File: src/rtl/spim_pkg.sv
package spim_pkg;
    typedef enum logic [1:0] {
        ST_OFF,
        ST_IDLE,
        ST_SHIFT
    } spim_state_e;

    localparam logic [1:0] ADDR_CTRL = 2'd0;
    localparam logic [1:0] ADDR_STAT = 2'd1;
    localparam logic [1:0] ADDR_DATA = 2'd2;
endpackage

File: src/rtl/spim_clkdiv.sv
module spim_clkdiv #(
    parameter int RATE_W = 2,
    parameter int STEP   = 2
) (
    input  logic              clk,
    input  logic              rst_n,
    input  logic              run,
    input  logic [RATE_W-1:0] rate,
    output logic              tick
);
    localparam int CW = STEP * ((1 << RATE_W) - 1);

    logic [CW-1:0] cnt;
    logic [CW:0]   half_w;
    logic [CW-1:0] lim;

    always_comb begin
        half_w = (CW+1)'(1) << (STEP * int'(rate));
        lim    = CW'(half_w - 1'b1);
    end

    assign tick = run && (cnt == lim);

    always_ff @(posedge clk or negedge rst_n) begin
        if (!rst_n)          cnt <= '0;
        else if (!run)       cnt <= '0;
        else if (cnt == lim) cnt <= '0;
        else                 cnt <= cnt + 1'b1;
    end
endmodule

File: src/rtl/spim_shifter.sv
module spim_shifter
    import spim_pkg::*;
#(
    parameter int DW = 8
) (
    input  logic          clk,
    input  logic          rst_n,
    input  logic          en_i,
    input  logic          cpha_i,
    input  logic          tick_i,
    input  logic          tx_full_i,
    input  logic [DW-1:0] tx_byte_i,
    input  logic          miso_i,
    output logic          run_o,
    output logic          take_o,
    output logic          done_o,
    output logic [DW-1:0] rx_byte_o,
    output logic          sck_raw_o,
    output logic          mosi_o
);
    localparam int PW = $clog2(2 * DW);
    localparam logic [PW-1:0] LAST = PW'(2 * DW - 1);

    spim_state_e st, nxt;
    logic [DW-1:0] shreg;
    logic [PW-1:0] ph;
    logic          samp, outb;
    logic          last_edge;

    assign last_edge = (st == ST_SHIFT) && tick_i && (ph == LAST);
    assign run_o     = (st == ST_SHIFT);
    assign rx_byte_o = {shreg[DW-2:0], cpha_i ? miso_i : samp};
    assign mosi_o    = cpha_i ? outb : shreg[DW-1];

    // state register
    always_ff @(posedge clk or negedge rst_n) begin
        if (!rst_n) st <= ST_OFF;
        else        st <= nxt;
    end

    // next state and strobes
    always_comb begin
        nxt    = st;
        take_o = 1'b0;
        done_o = 1'b0;
        unique case (st)
            ST_OFF:  if (en_i) nxt = ST_IDLE;
            ST_IDLE: if (tx_full_i) begin
                         take_o = 1'b1;
                         nxt    = ST_SHIFT;
                     end
            ST_SHIFT: if (last_edge) begin
                         done_o = 1'b1;
                         if (tx_full_i) take_o = 1'b1;
                         else           nxt    = ST_IDLE;
                     end
            default: nxt = ST_OFF;
        endcase
        if (!en_i) begin
            nxt    = ST_OFF;
            take_o = 1'b0;
            done_o = 1'b0;
        end
    end

    // datapath
    always_ff @(posedge clk or negedge rst_n) begin
        if (!rst_n) begin
            shreg <= '0; ph <= '0; sck_raw_o <= 1'b0; samp <= 1'b0; outb <= 1'b0;
        end else if (!en_i) begin
            shreg <= '0; ph <= '0; sck_raw_o <= 1'b0; samp <= 1'b0; outb <= 1'b0;
        end else if (take_o) begin
            shreg     <= tx_byte_i;
            ph        <= '0;
            sck_raw_o <= 1'b0;
        end else if (st == ST_SHIFT && tick_i) begin
            sck_raw_o <= ~sck_raw_o;
            ph        <= ph + 1'b1;
            if (!ph[0]) begin
                samp <= miso_i;
                outb <= shreg[DW-1];
            end else begin
                shreg <= {shreg[DW-2:0], cpha_i ? miso_i : samp};
            end
        end
    end

    p_take_needs_data_r2: assert property (@(posedge clk) disable iff (!rst_n)
        take_o |-> tx_full_i);
    p_off_clock_rest_r9: assert property (@(posedge clk) disable iff (!rst_n)
        !en_i |=> (sck_raw_o == 1'b0 && ph == '0));
endmodule

File: src/rtl/spim_regs.sv
module spim_regs
    import spim_pkg::*;
#(
    parameter int DW     = 8,
    parameter int RATE_W = 2
) (
    input  logic              clk,
    input  logic              rst_n,
    input  logic              bus_sel,
    input  logic              bus_wr,
    input  logic              bus_rd,
    input  logic [1:0]        bus_addr,
    input  logic [DW-1:0]     bus_wdata,
    output logic [DW-1:0]     bus_rdata,
    input  logic              ss_n_i,
    input  logic              take_i,
    input  logic              done_i,
    input  logic [DW-1:0]     rx_byte_i,
    output logic              en_o,
    output logic              cpha_o,
    output logic              cpol_o,
    output logic [RATE_W-1:0] rate_o,
    output logic              tx_full_o,
    output logic [DW-1:0]     tx_byte_o,
    output logic              irq_o
);
    logic en, cpha, cpol, txie, rxie, erie, mfen;
    logic [RATE_W-1:0] rate;
    logic tx_full, rx_full, ovr, mf, rx_arm, mf_arm;
    logic [DW-1:0] txbuf, rxbuf;
    logic wr_ctrl, wr_stat, wr_data, rd_stat, rd_data, fault, rx_clr, rx_keep;

    assign wr_ctrl = bus_sel && bus_wr && bus_addr == ADDR_CTRL;
    assign wr_stat = bus_sel && bus_wr && bus_addr == ADDR_STAT;
    assign wr_data = bus_sel && bus_wr && bus_addr == ADDR_DATA;
    assign rd_stat = bus_sel && bus_rd && bus_addr == ADDR_STAT;
    assign rd_data = bus_sel && bus_rd && bus_addr == ADDR_DATA;
    assign fault   = en && mfen && !ss_n_i;
    assign rx_clr  = rd_data && rx_arm;
    assign rx_keep = rx_full && !rx_clr;

    always_ff @(posedge clk or negedge rst_n) begin
        if (!rst_n) begin
            {mfen, erie, rxie, txie, cpol, cpha, en} <= '0;
            rate <= '0; tx_full <= 1'b0; rx_full <= 1'b0; ovr <= 1'b0;
            mf <= 1'b0; rx_arm <= 1'b0; mf_arm <= 1'b0;
            txbuf <= '0; rxbuf <= '0;
        end else begin
            if (wr_ctrl) {mfen, erie, rxie, txie, cpol, cpha, en} <= bus_wdata[6:0];
            if (wr_stat) rate <= bus_wdata[RATE_W-1:0];
            if (wr_ctrl && mf_arm) mf <= 1'b0;
            if (fault) begin
                en <= 1'b0;
                mf <= 1'b1;
            end
            if (rd_stat)      mf_arm <= mf;
            else if (wr_ctrl) mf_arm <= 1'b0;
            if (rd_stat)      rx_arm <= rx_full | ovr;
            else if (rd_data) rx_arm <= 1'b0;
            if (!en) tx_full <= 1'b0;
            else if (wr_data) begin
                txbuf   <= bus_wdata;
                tx_full <= 1'b1;
            end else if (take_i) tx_full <= 1'b0;
            if (rx_clr) begin
                rx_full <= 1'b0;
                ovr     <= 1'b0;
            end
            if (done_i) begin
                if (rx_keep) ovr <= 1'b1;
                else begin
                    rxbuf   <= rx_byte_i;
                    rx_full <= 1'b1;
                end
            end
        end
    end

    always_comb begin
        bus_rdata = '0;
        unique case (bus_addr)
            ADDR_CTRL: bus_rdata[6:0] = {mfen, erie, rxie, txie, cpol, cpha, en};
            ADDR_STAT: begin
                bus_rdata[7:4]        = {rx_full, ovr, mf, ~tx_full};
                bus_rdata[RATE_W-1:0] = rate;
            end
            ADDR_DATA: bus_rdata = rxbuf;
            default:   bus_rdata = '0;
        endcase
    end

    assign en_o      = en;
    assign cpha_o    = cpha;
    assign cpol_o    = cpol;
    assign rate_o    = rate;
    assign tx_full_o = tx_full;
    assign tx_byte_o = txbuf;
    assign irq_o     = (~tx_full & txie) | (rx_full & rxie) | ((ovr | mf) & erie);

    p_off_txe_r9: assert property (@(posedge clk) disable iff (!rst_n)
        !en |=> !tx_full);
    p_ovr_keeps_r8: assert property (@(posedge clk) disable iff (!rst_n)
        (done_i && rx_keep) |=> (ovr && $stable(rxbuf)));
    p_rxfull_src_r6: assert property (@(posedge clk) disable iff (!rst_n)
        $rose(rx_full) |-> $past(done_i));
    p_fault_stops_r11: assert property (@(posedge clk) disable iff (!rst_n)
        fault |=> (!en && mf));
endmodule

File: src/rtl/spim_master.sv
module spim_master
    import spim_pkg::*;
#(
    parameter int DW     = 8,
    parameter int RATE_W = 2,
    parameter int STEP   = 2
) (
    input  logic          clk,
    input  logic          rst_n,
    input  logic          bus_sel,
    input  logic          bus_wr,
    input  logic          bus_rd,
    input  logic [1:0]    bus_addr,
    input  logic [DW-1:0] bus_wdata,
    output logic [DW-1:0] bus_rdata,
    output logic          sck_o,
    output logic          mosi_o,
    input  logic          miso_i,
    input  logic          ss_n_i,
    output logic          pins_active_o,
    output logic          irq_o
);
    logic en, cpha, cpol, tx_full, take, done, run, tick, sck_raw, mosi_int;
    logic [RATE_W-1:0] rate;
    logic [DW-1:0] tx_byte, rx_byte;

    spim_regs #(.DW(DW), .RATE_W(RATE_W)) u_regs (
        .clk(clk), .rst_n(rst_n), .bus_sel(bus_sel), .bus_wr(bus_wr), .bus_rd(bus_rd),
        .bus_addr(bus_addr), .bus_wdata(bus_wdata), .bus_rdata(bus_rdata),
        .ss_n_i(ss_n_i), .take_i(take), .done_i(done), .rx_byte_i(rx_byte),
        .en_o(en), .cpha_o(cpha), .cpol_o(cpol), .rate_o(rate),
        .tx_full_o(tx_full), .tx_byte_o(tx_byte), .irq_o(irq_o)
    );

    spim_clkdiv #(.RATE_W(RATE_W), .STEP(STEP)) u_div (
        .clk(clk), .rst_n(rst_n), .run(run), .rate(rate), .tick(tick)
    );

    spim_shifter #(.DW(DW)) u_shift (
        .clk(clk), .rst_n(rst_n), .en_i(en), .cpha_i(cpha), .tick_i(tick),
        .tx_full_i(tx_full), .tx_byte_i(tx_byte), .miso_i(miso_i),
        .run_o(run), .take_o(take), .done_o(done), .rx_byte_o(rx_byte),
        .sck_raw_o(sck_raw), .mosi_o(mosi_int)
    );

    assign sck_o         = sck_raw ^ cpol;
    assign mosi_o        = en & mosi_int;
    assign pins_active_o = en;
endmodule

File: config.mk
export PLATFORM = sky130hd
export DESIGN_NAME = spim_master
export DESIGN_NICKNAME = d
export VERILOG_FILES = /design/src/rtl/spim_pkg.sv /design/src/rtl/spim_clkdiv.sv /design/src/rtl/spim_shifter.sv /design/src/rtl/spim_regs.sv /design/src/rtl/spim_master.sv
export SDC_FILE = /design/constraint.sdc
export NUM_CORES = 1
export LEC_CHECK = 0
export BUFFER_PORTS_ARGS = -buffer_cell sky130_fd_sc_hd__buf_4
export CORE_ASPECT_RATIO = 1.2
export CORE_MARGIN = 2
export CORE_UTILIZATION = 52
export DETAILED_ROUTE_END_ITERATION = 10
export PLACE_DENSITY = 0.75
export SYNTH_ARGS = -nofsm -noshare
export SYNTH_HDL_FRONTEND = slang
export SYNTH_SLANG_ARGS = --single-unit
File: constraint.sdc
create_clock -name clk -period 2 [get_ports clk]
set_clock_uncertainty 0.15 [all_clocks]
set_input_delay 0.2 -clock clk [delete_from_list [all_inputs] [get_ports clk]]
set_output_delay 0.2 -clock clk [all_outputs]
set_load 0.05 [all_outputs]
# After elaboration in Yosys (flattened, before gate mapping)
# Cells that the tools add are included.
dict set report op_classes {
  n_addsub 3
  eq_ne 15
  shift 1
  muxes 55
  bitwise 12
  n_reduce_logical 28
}
# op count
set op_table {}
lappend op_table {{1-bit two-way mux} 36}
lappend op_table {{8-bit two-way mux} 4}
lappend op_table {{1-bit logical AND} 15}
lappend op_table {{4-bit two-way mux} 3}
lappend op_table {{6-bit two-way mux} 2}
lappend op_table {{2-bit case mux with 3 select lines} 2}
lappend op_table {{3-bit by 2-bit inequality test with 1-bit output, second input constant} 3}
lappend op_table {{3-bit inequality test, second input constant} 3}
lappend op_table {{3-bit case mux with 3 select lines} 1}
lappend op_table {{2-bit two-way mux} 4}
lappend op_table {{2-bit nonzero test} 4}
lappend op_table {{6-bit by 1-bit adder with 6-bit output, second input constant} 1}
lappend op_table {{6-bit == test} 1}
lappend op_table {{2-bit AND reduction} 3}
lappend op_table {{3-bit AND reduction} 2}
lappend op_table {{1-bit by 3-bit << shifter with 6-bit output, first input constant} 1}
lappend op_table {{6-bit by 1-bit subtractor with 6-bit output, second input constant} 1}
lappend op_table {{4-bit by 1-bit adder with 4-bit output, second input constant} 1}
lappend op_table {{1-bit bitwise AND} 4}
lappend op_table {{2-bit by 1-bit == test with 1-bit output, second input constant} 2}
lappend op_table {{2-bit == test, second input constant} 2}
lappend op_table {{4-bit == test, second input constant} 1}
lappend op_table {{2-bit zero test} 2}
lappend op_table {{2-bit inequality test, second input constant} 2}
lappend op_table {{7 further kinds} 14}
dict set report totals {
  ff_bits 54
  input_bits 17
  wordCells 137
}

# Depth between registers and ports, before layout
# Gate-level depths: netlist of the first run.
dict set report logic_depth {
  depth_word 12
  depth_mapped 9
  depth_no_buf 8
}

# Cells and area by module
# From an unflattened synthesis of the first run, not the netlist that was laid out.
dict set report hier_totals {
  hier_cells 249
  area_unflattened_um2 2864.0
}
# module instances cells_each area_per_inst_um2 seq_area_each_um2
set by_module_without_submodules {}
lappend by_module_without_submodules {spim_regs 1 108 1422.6 775.7}
lappend by_module_without_submodules {spim_shifter 1 103 1078.5 425.4}
lappend by_module_without_submodules {spim_clkdiv 1 36 347.8 150.1}
lappend by_module_without_submodules {spim_master 1 2 15.0 0.0}

# Worst setup path before layout of the first run
# Ideal clock, no wire load.
dict set report synth_path {
  path_type {register -> output}
  from {register u_regs.en (netlist: u_regs.en_o)}
  to {output bus_rdata[0]}
  arrival_time_ns 1.649
  t_required_ns 1.650
  path_slack_ns 0.001
  stages_incl_launch_ff 4
  cell_sequence {dfrtp_1 -> buf_6 -> a222oi_1 -> nor2_1}
}
dict set report synth_between {
  elab_chain_len 1
}
# element line_no
set synth_rtl {}
lappend synth_rtl {{start, declared} spim_regs.sv:27} ;# logic en, cpha, cpol, txie, rxie, erie, mfen;
lappend synth_rtl {{start signal, assigned} spim_regs.sv:49} ;# if (wr_ctrl) {mfen, erie, rxie, txie, cpol, cpha, en} <= bus_wdata[6:0];
lappend synth_rtl {{2-bit case mux with 3 select lines} spim_regs.sv:81} ;# unique case (bus_addr)
lappend synth_rtl {{end, declared} spim_master.sv:15} ;# output logic [DW-1:0] bus_rdata,
# Every way passes these cells.

# Final worst setup path of the first run
dict set report layout_path {
  from {register u_regs.rate[0] (netlist: u_regs.rate_o[0])}
  to {register u_shift.shreg[0]}
}
dict set report layout_between {
  elab_chain_len 11
  word_cells_on_any_way 14
  classes_between {add/sub (1); eq/ne (3); shift (1); mux (5); reduce/logical (4)}
}
# element line_no
set layout_rtl {}
lappend layout_rtl {{start, declared} spim_regs.sv:28} ;# logic [RATE_W-1:0] rate;
lappend layout_rtl {{start signal, assigned} spim_regs.sv:50} ;# if (wr_stat) rate <= bus_wdata[RATE_W-1:0];
lappend layout_rtl {{1-bit by 3-bit << shifter with 6-bit output (*)} spim_clkdiv.sv:18} ;# half_w = (CW+1)'(1) << (STEP * int'(rate));
lappend layout_rtl {{6-bit by 1-bit subtractor with 6-bit output (*)} spim_clkdiv.sv:19} ;# lim = CW'(half_w - 1'b1);
lappend layout_rtl {{6-bit == test (*)} spim_clkdiv.sv:22} ;# assign tick = run && (cnt == lim);
lappend layout_rtl {{1-bit logical AND (*)} spim_clkdiv.sv:22}
lappend layout_rtl {{1-bit logical AND (*)} {spim_shifter.sv:30, spim_shifter.sv:76}}
lappend layout_rtl {{1-bit logical AND} spim_shifter.sv:30} ;# assign last_edge = (st == ST_SHIFT) && tick_i && (ph == LAST);
lappend layout_rtl {{1-bit two-way mux} spim_shifter.sv:52} ;# ST_SHIFT: if (last_edge) begin
lappend layout_rtl {{1-bit case mux with 2 select lines} spim_shifter.sv:46} ;# unique case (st)
lappend layout_rtl {{1-bit two-way mux} spim_shifter.sv:59} ;# if (!en_i) begin
lappend layout_rtl {{3-bit by 2-bit inequality test with 1-bit output (no source line) / 8-bit two-way mux (equally long branches)} --}
lappend layout_rtl {{2-bit AND reduction (no source line) / 8-bit two-way mux (equally long branches)} --}
lappend layout_rtl {{end signal, assigned} spim_shifter.sv:73} ;# shreg <= tx_byte_i;
lappend layout_rtl {{end signal, assigned} spim_shifter.sv:83} ;# shreg <= {shreg[DW-2:0], cpha_i ? miso_i : samp};
lappend layout_rtl {{end, declared} spim_shifter.sv:25} ;# logic [DW-1:0] shreg;
# Every way passes the cells marked *; elsewhere a longest branch is shown, timed or not.
# A chain may end at the register's enable or synchronous reset.

==> summary.md, run 1 <==
| Metric | Value |
|---|---|
| Nets | `333` |
| Max Freq | `0.492 GHz` |
| Sink Count | `54` |
| Clk_lat worst skew | `0.30 ns` |
| CP max FO | `8` |
| Critical path's top delay family | `compound AO/OA/AOI/OAI gates` |
| Number of routed nets with antenna violations | `0` |
| Clock transition at the registers of the reported paths | `0.09 ns` |
| Failing checks | `setup timing` |
| Ant diodes | `0` |
| GRT Residual Overflow | `0` |
| Critical Path Stages | `7` |
| Worst-case clock buffer depth | `2` |
| Share of the synthesized area in the top cell type | `50.2%` |
| Placer Congestion | `0.801` |
| Largest family of logic cells by synthesized area | `compound AO/OA/AOI/OAI gates` |
| Cell taking the most area after synthesis | `dfrtp_1` |
| Register area share after synthesis | `50.2%` |
| Mapped Area | `0.00269 mm^2` |
| Largest stage delay, worst path | `0.45 ns` |
| Critical path, cell by cell | `and3_4, o2111ai_4, a211oi_2, a211oi_4, buf_6, nand2_8, a2bb2oi_1` |
| Hold Path Depth | `3` |
| Cell Pwr Density | `1040 mW/mm^2` |
| Initial antenna violation count | `0` |
| Hold Fails Final Rpt | `0` |
| Minimum clock period | `2.03 ns` |
| R2R depth | `7` |
| Leak | `1.59 nW` |
| Root Buffer | `clkbuf_8` |
| Status | `finished, violations left` |
| Adder-cell share of the synthesized area | `4.65%` |
| Syn_nets | `271` |
| Slew Viols, Final | `0` |
| Crit path kind | `flop to flop` |
| Worst Setup End Kind | `flop` |
| CTS tree | `done` |
| Synth unique cells | `42` |
| Final Hold Slack | `0.0236 ns` |
| Worst slew margin | `53.9%` |
| CP bufs+invs | `1` |
| Register Area | `0.00136 mm^2` |
| Die ar. | `0.00577 mm^2` |
| Seq pwr share | `43.2%` |
| Final Cell Area | `0.00349 mm^2` |
| FP Rows | `28` |
| Vias in the first global route | `2252` |
| Setup WS pre-CTS | `-0.106 ns` |
| CTS Buf Count | `5` |
| Slew @ Worst Pin | `0.691 ns` |
| Drt first pass iters | `4` |
| Period utilisation layout | `102%` |
| Routed WL | `6560 um` |
| Pin count of the biggest net entering global routing | `55` |
| Most frequent cells after synthesis | `dfrtp_1 (54), mux2_2 (25), nand2_1 (24)` |
| Initial drt markers | `118` |
| I/O Buffers | `28` |
| Critical Path RT | `2.04 ns` |
| Syn_area_per_cell | `11.0 um^2` |
| FILL cells | `355` |
| Syn Inst Count | `244` |
| Pint | `2.42 mW` |
| Hold Crit Class | `input pin to flop` |
| Synth Register Bits | `54` |
| Starting Density | `54.1%` |
| Mux share of post-synthesis cell area | `11.2%` |
| Top-count cell post-synth | `dfrtp_1` |
| Final Power | `3.62 mW` |
| Arrival time of the worst setup path | `2.08 ns` |
| First-pass GRT wire length | `11100 um` |
| Final worst slack | `-0.0330 ns` |
| Synth Area in Compound Gates | `14.9%` |
| Post-synthesis simple-gate area fraction | `13.1%` |
| HPWL Detailed | `4410 um` |
| Sw frac | `33.2%` |
| Max-capacitance violation count | `0` |
| Synth warn | `0` |
| Htree depth | `2` |
| Max stage delay cell, worst path | `dfrtp_2` |
| Clock power frac | `24.4%` |
| Area delta synth->final | `29.9%` |
| Area post-placement | `0.00307 mm^2` |
| Tot GR Track Use | `25.1%` |
| Comb power frac | `32.3%` |
| Synth Flop Type | `dfrtp_1` |
| Die X | `69.7 um` |
| Sw Pwr | `1.20 mW` |
| Utilization after layout | `70.2%` |
| Finish-stage setup viols | `9` |
| Routed via count | `2161` |
| Ys async rst share | `100%` |
| Core ar. | `0.00497 mm^2` |
| Post-synth EDFFs | `0` |
| Die height | `82.8 um` |
| Worst R2R Setup Slack | `-0.03 ns` |
| RSZ-0062 raised after global routing | `yes` |
| VDD IR max | `0.733 mV` |
| Synth area leaders | `dfrtp_1 (50%), mux2_2 (10%), ha_1 (4.7%)` |
| WL/cell | `17.9 um` |
| IO Pins | `29` |
| Multi-input logic area | `0.00137 mm^2` |
| Post-synthesis xor/xnor area fraction | `2.60%` |
| Startpoint Class | `flop` |
| Fraction of layout cells with a size suffix above 1 | `36.8%` |
| Vias per cell | `5.89` |
| DRC errors left | `0` |
## path summary, 6_finish.rpt
check | from | end
max in group asynchronous | rst_n | u_div.cnt[4]
max | u_regs.rate_o[0] | u_shift.shreg[0]
min reg2reg | u_regs.tx_byte_o[1] | u_regs.tx_byte_o[1]
min in group asynchronous | rst_n | u_shift.ph[2]
min | miso_i | u_shift.samp
max reg2reg | u_regs.rate_o[0] | u_shift.shreg[0]
## through the flow
step	TNS [ns]	instances
6_report	-0.206	367
3_3_place_gp	-0.297	343
4_1_cts	0	362
3_5_place_dp	-0.754	343
5_1_grt	-1.10	367
2_1_floorplan	0	244
## kinds of logic after synthesis
family / count (synthesis)
AOI/OAI and AO/OA: 53
DFF: 54
buffers and inverters: 19
and+or+nand+nor: 73
muxes: 27
adders and majority gates: 10
xor gates and xnor gates: 8
## cell type report
| type | instances | share of cell area [%] |
|---|---|---|
| well taps | 60 | 2.15 |
| flip-flops and latches | 54 | 38.8 |
| multi-input cells | 171 | 39.3 |
| repair buffers | 62 | 14.4 |
| clock inverters | 2 | 1.72 |
| inverters | 12 | 1.29 |
| clock buffers | 6 | 2.36 |
## flip-flops by register name, indices dropped and copies added, names as in the netlist, 2 cells and up
register and flops:
u_regs.rate_o 2, u_regs.rxbuf 8, u_shift.st 2, u_shift.shreg 8, u_shift.ph 4, u_regs.tx_byte_o 8
u_div.cnt 6
## timing repair
action | CTS | global route
endpoints found under the setup margin | 9 | 32
hold buffers | 8 | 1
gates resized for setup | 7 | 35
pin swaps | 5 | 21
hold endpoints to repair | 66 | 1
buffers inserted | 3 | 4
## placed cells by master (no fill, tap or decap), types with 9 or more instances in the layout
cell           count
nand2_1           22
nand3_1           11
o21ai_1           12
mux2_2            25
nor2_1            20
dfrtp_1           51
inv_1             11
buf_4             49
dlygate4sd3_1      9
ha_1               9
o21ai_0            9
## power groups by stage
| stage | Clock [mW] | Sequential, mW | Combinational (mW) |
|---|---|---|---|
| after floorplan | 0 | 1.52 | 0.669 |
| after global placement | 0 | 1.55 | 0.940 |
| after detailed placement | 0 | 1.55 | 0.965 |
| after CTS | 0.901 | 1.54 | 1.04 |
| after global routing | 0.963 | 1.59 | 1.27 |
| final | 0.885 | 1.56 | 1.17 |
## worst reg2reg max path, stage by stage (launching register included)
cell	delay, ns
dfrtp_2	0.45
and3_4	0.20
o2111ai_4	0.30
a211oi_2	0.15
a211oi_4	0.30
buf_6	0.17
nand2_8	0.07
a2bb2oi_1	0.14
## routing by layer
layer  vias to the layer above  track usage, %  routed length (um)  part of all wire [%]
met5                         -               0                   0                     0
li1                        997               -                   -                     -
met2                        59            45.6                3530                    54
met1                      1089            30.3                2600                    40
met3                        16            4.71                 274                   4.2
met4                         0            9.04                 147                   2.2
No activity file was read; power rests on OpenSTA's default activity.
==> run 2: changes to the inputs <==
--- a/config.mk
+++ b/config.mk
@@ -10,6 +10,7 @@
 export CORE_MARGIN = 2
 export CORE_UTILIZATION = 52
 export DETAILED_ROUTE_END_ITERATION = 10
+export MAX_ROUTING_LAYER = met4
 export PLACE_DENSITY = 0.75
 export SYNTH_ARGS = -nofsm -noshare
 export SYNTH_HDL_FRONTEND = slang
==> run 2 against run 1 <==
Against the previous run:
- the flow still finishes with violations (setup timing)
- sequential share of layout area is 0.069 points higher
- largest power group unchanged
- cell count stayed put
- critical endpoint is now u_regs.rxbuf[6]
- sequential power about the same
- sequential cell count unchanged
==> summary.md, run 2 (synthesized netlist as in run 1, its figures left out) <==
| Metric | Value |
|---|---|
| Clk_lat worst skew | `0.31 ns (about the same)` |
| FILL cells | `358 (+0.85%)` |
| Layout Cells excl Fill | `367 (unchanged)` |
| Number of routed nets with antenna violations | `0 (unchanged)` |
| Final Cell Area | `0.00349 mm^2 (-0.18%)` |
| Setup TNS | `-0.408 ns (-0.202 ns)` |
| Max-capacitance violation count | `0 (unchanged)` |
| Crit path kind | `flop to flop` |
| Most frequent cells in the layout | `buf_4 (51), dfrtp_1 (51), mux2_2 (25), nand2_1 (22), nor2_1 (20)` |
| Root Buffer | `clkbuf_8` |
| Minimum clock period | `2.04 ns (+0.00862 ns)` |
| CTS tree | `done` |
| Status | `finished, violations left` |
| Finish-stage setup viols | `16 (+7)` |
| I/O Buffers | `28 (unchanged)` |
| Worst-case clock buffer depth | `2 (unchanged)` |
| Tot GR Track Use | `25.8% (+0.71 points)` |
| Area post-placement | `0.00307 mm^2 (unchanged)` |
| Starting Density | `54.1% (unchanged)` |
| Pin count of the biggest net entering global routing | `55 (unchanged)` |
| Arrival time of the worst setup path | `2.09 ns (about the same)` |
| Seq pwr share | `43.2% (about the same)` |
| Core ar. | `0.00497 mm^2 (unchanged)` |
| Critical Path Stages | `6 (-1)` |
| DRC errors left | `0 (unchanged)` |
| Fraction of layout cells with a size suffix above 1 | `37.1% (+0.33 points)` |
| Slew Viols, Final | `0 (unchanged)` |
| Drt first pass iters | `5 (+1)` |
| Nets | `333 (unchanged)` |
| Initial antenna violation count | `0 (unchanged)` |
| FP Rows | `28 (unchanged)` |
| Hold Fails Final Rpt | `0 (unchanged)` |
| Die ar. | `0.00577 mm^2 (unchanged)` |
| HPWL Detailed | `4410 um (unchanged)` |
| Cell Pwr Density | `1040 mW/mm^2 (+0.25%)` |
| Critical path, cell by cell | `nor3_1, nand2_2, a21oi_4, buf_4, nand4_4, mux2_2` |
| Max stage delay cell, worst path | `dfrtp_2` |
| First-pass GRT wire length | `11100 um (-0.13%)` |
| Final Power | `3.62 mW (about the same)` |
| Placed Cells | `343 (unchanged)` |
| Pint | `2.42 mW (about the same)` |
| Worst Setup End Kind | `flop` |
| GRT Residual Overflow | `0 (unchanged)` |
| Sw Pwr | `1.21 mW (+0.23%)` |
| WL/cell | `17.9 um (about the same)` |
| Leak | `1.59 nW (about the same)` |
| Ant diodes | `0 (unchanged)` |
| Sink Count | `54 (unchanged)` |
| Clock transition at the registers of the reported paths | `0.10 ns (about the same)` |
| Sw frac | `33.3% (+0.051 points)` |
| Final worst slack | `-0.0416 ns (-0.00862 ns)` |
| Die height | `82.8 um (unchanged)` |
| Routed via count | `2149 (-0.56%)` |
| Vias per cell | `5.86 (-0.56%)` |
| RSZ-0062 raised after global routing | `yes` |
| Slew @ Worst Pin | `0.678 ns (-0.0129 ns)` |
| Hold Path Depth | `2 (-1)` |
| CP bufs+invs | `1 (unchanged)` |
| Period utilisation layout | `102% (+0.43 points)` |
| Comb power frac | `32.3% (about the same)` |
| Largest stage delay, worst path | `0.49 ns (+0.04 ns)` |
| Htree depth | `2 (unchanged)` |
| Setup WS pre-CTS | `-0.106 ns (unchanged)` |
| Die X | `69.7 um (unchanged)` |
| Area delta synth->final | `29.7%` |
| CP max FO | `8 (unchanged)` |
| VDD IR max | `0.731 mV (-0.32%)` |
| IO Pins | `29 (unchanged)` |
| Placer Congestion | `0.813 (+1.4%)` |
| Vias in the first global route | `2257 (+0.22%)` |
| CTS Buf Count | `5 (unchanged)` |
| Critical Path RT | `2.05 ns (about the same)` |
| Startpoint Class | `flop` |
| R2R depth | `6 (-1)` |
| Routed WL | `6560 um (about the same)` |
| Initial drt markers | `141 (+19%)` |
| Failing checks | `setup timing` |
| Clock power frac | `24.5% (about the same)` |
| Max Freq | `0.490 GHz (-0.42%)` |
| Critical path's top delay family | `simple AND/OR/NAND/NOR gates` |
| Hold Crit Class | `input pin to flop` |
| Worst slew margin | `54.8% (+0.86 points)` |
-- run 2: cell types whose count changed in the layout (fill, tap and decap cells not counted) --
cell and change:
o21ai_1 -3, buf_4 +2, o21ai_0 +3, buf_6 -1, dlygate4sd3_1 -1
-- run 2: worst reg2reg max path: cells and delay by family (launching register included) --
family,cells,cell delay (ns)
and+or+nand+nor,3,0.63
AOI/OAI and AO/OA,1,0.19
DFF,1,0.49
muxes,1,0.34
buffers and inverters,1,0.15
-- run 2: through the flow --
stage                     util [%]  hold WS [ns]
after CTS                     67.2       0.00349
after global placement        61.6         0.135
final                         70.1        0.0111
after floorplan                  -        -0.246
after global routing          70.1     0.0000868
after detailed placement      61.6         0.134
-- run 2: path summary, 6_finish.rpt --
check	end	from	slack, ns
worst min-delay path	u_regs.cpha_o	bus_wdata[1]	0.01
worst max-delay path	u_regs.rxbuf[6]	u_regs.rate_o[1]	-0.04
worst max register to register	u_regs.rxbuf[6]	u_regs.rate_o[1]	-0.04
worst min register to register	u_regs.rxbuf[2]	u_regs.rxbuf[2]	0.37
min in group asynchronous	u_shift.ph[2]	rst_n	0.31
max in group asynchronous	u_div.cnt[4]	rst_n	0.89
-- run 2: area by class of cell --
| cell class | count | area (um^2) | area share [%] |
|---|---|---|---|
| repair buffers | 62 | 497 | 14.2 |
| clock buffers | 6 | 82.6 | 2.37 |
| inverters | 12 | 45.0 | 1.29 |
| well taps | 60 | 75.1 | 2.15 |
| flip-flops and latches | 54 | 1360 | 38.8 |
| multi-input cells | 171 | 1370 | 39.4 |
| clock inverters | 2 | 60.1 | 1.72 |
-- run 2: what timing repair did --
item,in CTS,in global routing
resized for setup,7,31
pin swaps,5,19
endpoints found under the setup margin,9,32
endpoints found under the hold margin,66,0
hold buffers,8,0
setup buffers,3,5
-- run 2: power by group through the flow --
stage / Combinational, mW / Clock (mW) / Sequential (mW)
floorplan: 0.669 / 0 / 1.52
global placement: 0.940 / 0 / 1.55
detailed placement: 0.965 / 0 / 1.55
CTS: 1.04 / 0.901 / 1.54
global route: 1.27 / 0.958 / 1.59
finish: 1.17 / 0.888 / 1.56
-- run 2: layer usage --
metal  vias up  share of wire, %  track usage, %
met1      1072                39            30.2
met4         0               2.3            9.04
met2        63                54            45.7
li1       1000                 -               -
met5         -                 0               -
met3        14               4.8            4.59
==> run 3: changes to the inputs <==
--- a/config.mk
+++ b/config.mk
@@ -7,11 +7,11 @@
 export LEC_CHECK = 0
 export BUFFER_PORTS_ARGS = -buffer_cell sky130_fd_sc_hd__buf_4
 export CORE_ASPECT_RATIO = 1.2
-export CORE_MARGIN = 2
-export CORE_UTILIZATION = 52
+export CORE_UTILIZATION = 53
 export DETAILED_ROUTE_END_ITERATION = 10
 export MAX_ROUTING_LAYER = met4
-export PLACE_DENSITY = 0.75
+export PLACE_DENSITY = 0.76
 export SYNTH_ARGS = -nofsm -noshare
 export SYNTH_HDL_FRONTEND = slang
+export SYNTH_HIERARCHICAL = 1
 export SYNTH_SLANG_ARGS = --single-unit
==> run 3 against run 2 <==
Against the previous run:
- non-clock buffer count rose by 8
- largest power group unchanged
- wire length rose by 3.1%
- clock-buffer cell count fell by 1
- maximum frequency shrank 18%
- largest cell class unchanged
- first-iteration DRC count increased by 22%
- hold slack got worse by 0.0098 ns
- the flow still finishes with violations (setup timing)
==> summary.md, run 3 <==
| Metric | Value |
|---|---|
| IO Pins | `29 (unchanged)` |
| Finish-stage setup viols | `28 (+12)` |
| CTS tree | `done` |
| Initial drt markers | `172 (+22%)` |
| CTS Buf Count | `5 (unchanged)` |
| Clock transition at the registers of the reported paths | `0.10 ns (about the same)` |
| Vias per cell | `6.11 (+4.4%)` |
| Fraction of layout cells with a size suffix above 1 | `40.0% (+2.9 points)` |
| Hold Crit Start | `bus_rd` |
| Die ar. | `0.00570 mm^2 (-1.1%)` |
| Synth warn | `6 (+6)` |
| Root Buffer | `clkbuf_8` |
| VDD IR max | `0.677 mV (-7.4%)` |
| Worst-case clock buffer depth | `2 (unchanged)` |
| Ys async rst share | `100% (unchanged)` |
| Syn_nets | `275 (+1.5%)` |
| Period utilisation layout | `124% (+22 points)` |
| Routed WL | `6770 um (+3.1%)` |
| Status | `finished, violations left` |
| Leak | `1.64 nW (+3.1%)` |
| Setup WS pre-CTS | `-0.465 ns (-0.358 ns)` |
| Sink Count | `54 (unchanged)` |
| Post-synth EDFFs | `0 (unchanged)` |
| Die X | `69.1 um (-0.80%)` |
| Most frequent cells after synthesis | `dfrtp_1 (54), mux2_2 (26), nand2_1 (19)` |
| Share of the synthesized area in the top cell type | `47.2% (-3.1 points)` |
| Hold Crit Class | `input pin to flop` |
| Hold Path Depth | `2 (unchanged)` |
| Htree depth | `2 (unchanged)` |
| Vias in the first global route | `2216 (-1.8%)` |
| Synth unique cells | `48 (+14%)` |
| Minimum clock period | `2.48 ns (+0.435 ns)` |
| Cell taking the most area after synthesis | `dfrtp_1` |
| Core ar. | `0.00508 mm^2 (+2.1%)` |
| R2r startpoint | `u_regs/rate_o[0]` |
| HPWL Detailed | `4430 um (+0.46%)` |
| Max Freq | `0.404 GHz (-18%)` |
| Synth Register Bits | `54 (unchanged)` |
| Clk_lat worst skew | `0.30 ns (about the same)` |
| Final Hold Slack | `0.00127 ns (-0.00980 ns)` |
| Drt first pass iters | `6 (+1)` |
| Top-count cell post-synth | `dfrtp_1` |
| Pin count of the biggest net entering global routing | `55 (unchanged)` |
| Slew @ Worst Pin | `0.678 ns (-0.000327 ns)` |
| Arrival time of the worst setup path | `2.55 ns (+0.46 ns)` |
| Worst hold endpoint | `u_regs/ovr` |
| Die height | `82.5 um (-0.32%)` |
| Synth Flop Type | `dfrtp_1` |
| Routed via count | `2293 (+6.7%)` |
| Synth area leaders | `dfrtp_1 (47%), mux2_2 (10%), a2bb2oi_2 (4.2%)` |
| Max-capacitance violation count | `0 (unchanged)` |
| DRC errors left | `0 (unchanged)` |
| First-pass GRT wire length | `10700 um (-3.4%)` |
| Worst slew margin | `54.8% (about the same)` |
| Most common cell after layout, fill and taps aside | `buf_4` |
| FP Rows | `28 (unchanged)` |
| Number of routed nets with antenna violations | `0 (unchanged)` |
| Critical Path RT | `2.08 ns (+0.03 ns)` |
| Setup TNS | `-9.15 ns (-8.74 ns)` |
| GRT Residual Overflow | `0 (unchanged)` |
| R2R Path End | `u_shift/shreg[2]` |
| Hold Fails Final Rpt | `0 (unchanged)` |
| Ant diodes | `0 (unchanged)` |
| Mapped Area | `0.00286 mm^2 (+6.5%)` |
| Syn_area_per_cell | `11.5 um^2 (+4.3%)` |
| Syn Inst Count | `249 (+2.0%)` |
| Utilization after layout | `71.3% (+1.2 points)` |
| Initial antenna violation count | `0 (unchanged)` |
| Starting Density | `56.4% (+2.3 points)` |
| Placer Congestion | `0.800 (-1.6%)` |
| Most frequent cells in the layout | `buf_4 (57), dfrtp_1 (53), mux2_2 (23), nand2_1 (18)` |
| I/O Buffers | `28 (unchanged)` |
| Register area share after synthesis | `47.2% (-3.1 points)` |
| RSZ-0062 raised after global routing | `yes` |
| Failing checks | `setup timing` |
| Nets | `340 (+2.1%)` |
| Tot GR Track Use | `25.1% (-0.68 points)` |
| Slew Viols, Final | `0 (unchanged)` |
| Area delta synth->final | `26.5%` |
| Final worst slack | `-0.477 ns (-0.435 ns)` |
| Startpoint Class | `flop` |
| CP max FO | `5 (-3)` |
| WL/cell | `18.0 um (+0.86%)` |
| Worst R2R Setup Slack | `-0.48 ns (-0.44 ns)` |
| Cell Pwr Density | `919 mW/mm^2 (-12%)` |
| Crit path kind | `flop to flop` |
| Final Power | `3.33 mW (-8.1%)` |
| R2R depth | `8 (+2)` |
| Worst Setup End Kind | `flop` |
## run 3: final cells by class
type                            instances  area, um^2
Multi-Input combinational cell        173        1480
Fill cell                             374        1460
Sequential cell                        54        1350
Timing Repair Buffer                   70         571
Tap cell                               60        75.1
Clock buffer                            5        68.8
Clock inverter                          3        40.0
Inverter                               10        37.5
## run 3: worst max-delay path by stage
stage,from,endpoint,slack (ns),depth (start not counted)
after global placement,u_regs/rate_o[0],u_regs/rxbuf[5],-0.41,7
after floorplan,u_regs/rate_o[0],u_regs/rxbuf[0],-0.49,7
after CTS,u_regs/rate_o[0],u_regs/rxbuf[7],-0.41,8
after global routing,u_regs/rate_o[0],u_shift/shreg[2],-0.55,8
final,u_regs/rate_o[0],u_shift/shreg[2],-0.48,8
after detailed placement,u_regs/rate_o[0],u_regs/rxbuf[2],-0.46,7
## run 3: per-layer routing
| metal | GRT usage [%] | wire length [um] | up-vias |
|---|---|---|---|
| li1 | - | - | 1055 |
| met1 | 30.2 | 2810 | 1137 |
| met2 | 42.4 | 3510 | 81 |
| met3 | 4.13 | 283 | 20 |
| met4 | 10.6 | 163 | 0 |
| met5 | - | 0 | - |
## run 3: cells by family after synthesis
group / share of synthesized area [%]
AND/OR/NAND/NOR: 13.7
AO/OA/AOI/OAI: 17.8
flip-flops: 47.2
multiplexers: 10.6
buffers and inverters: 4.63
adder cells (fa/ha/maj): 3.93
XOR/XNOR: 2.14
## run 3: what timing repair did
| action | 4_1_cts | 5_1_grt |
|---|---|---|
| pin swaps | 1 | 1 |
| hold endpoints to repair | 68 | 1 |
| buffers inserted | 4 | 1 |
| hold buffers | 9 | 1 |
| endpoints found under the setup margin | 27 | 30 |
| gates cloned | 1 | 1 |
| gates resized for setup | 9 | 6 |
## run 3: per-stage QoR
step | area [um^2] | instances
after floorplan | 2890 | 249
after global placement | 3290 | 351
after detailed placement | 3290 | 351
after CTS | 3580 | 373
after global routing | 3620 | 375
final | 3620 | 375
## run 3: where the power goes
part           switching, mW  total, mW  leakage, nW  internal, mW
Clock                  0.347      0.716       0.0579         0.369
Sequential             0.189       1.49        0.711          1.30
Combinational          0.572       1.12        0.875         0.548
## run 3: critical path, stage by stage, from the launching register on
cell	delay [ns]
dfrtp_1	0.40
or4_4	0.55
a21oi_2	0.12
o21a_1	0.19
buf_4	0.15
nand4_1	0.19
o22ai_4	0.31
nand2_1	0.16
a2bb2oi_2	0.18
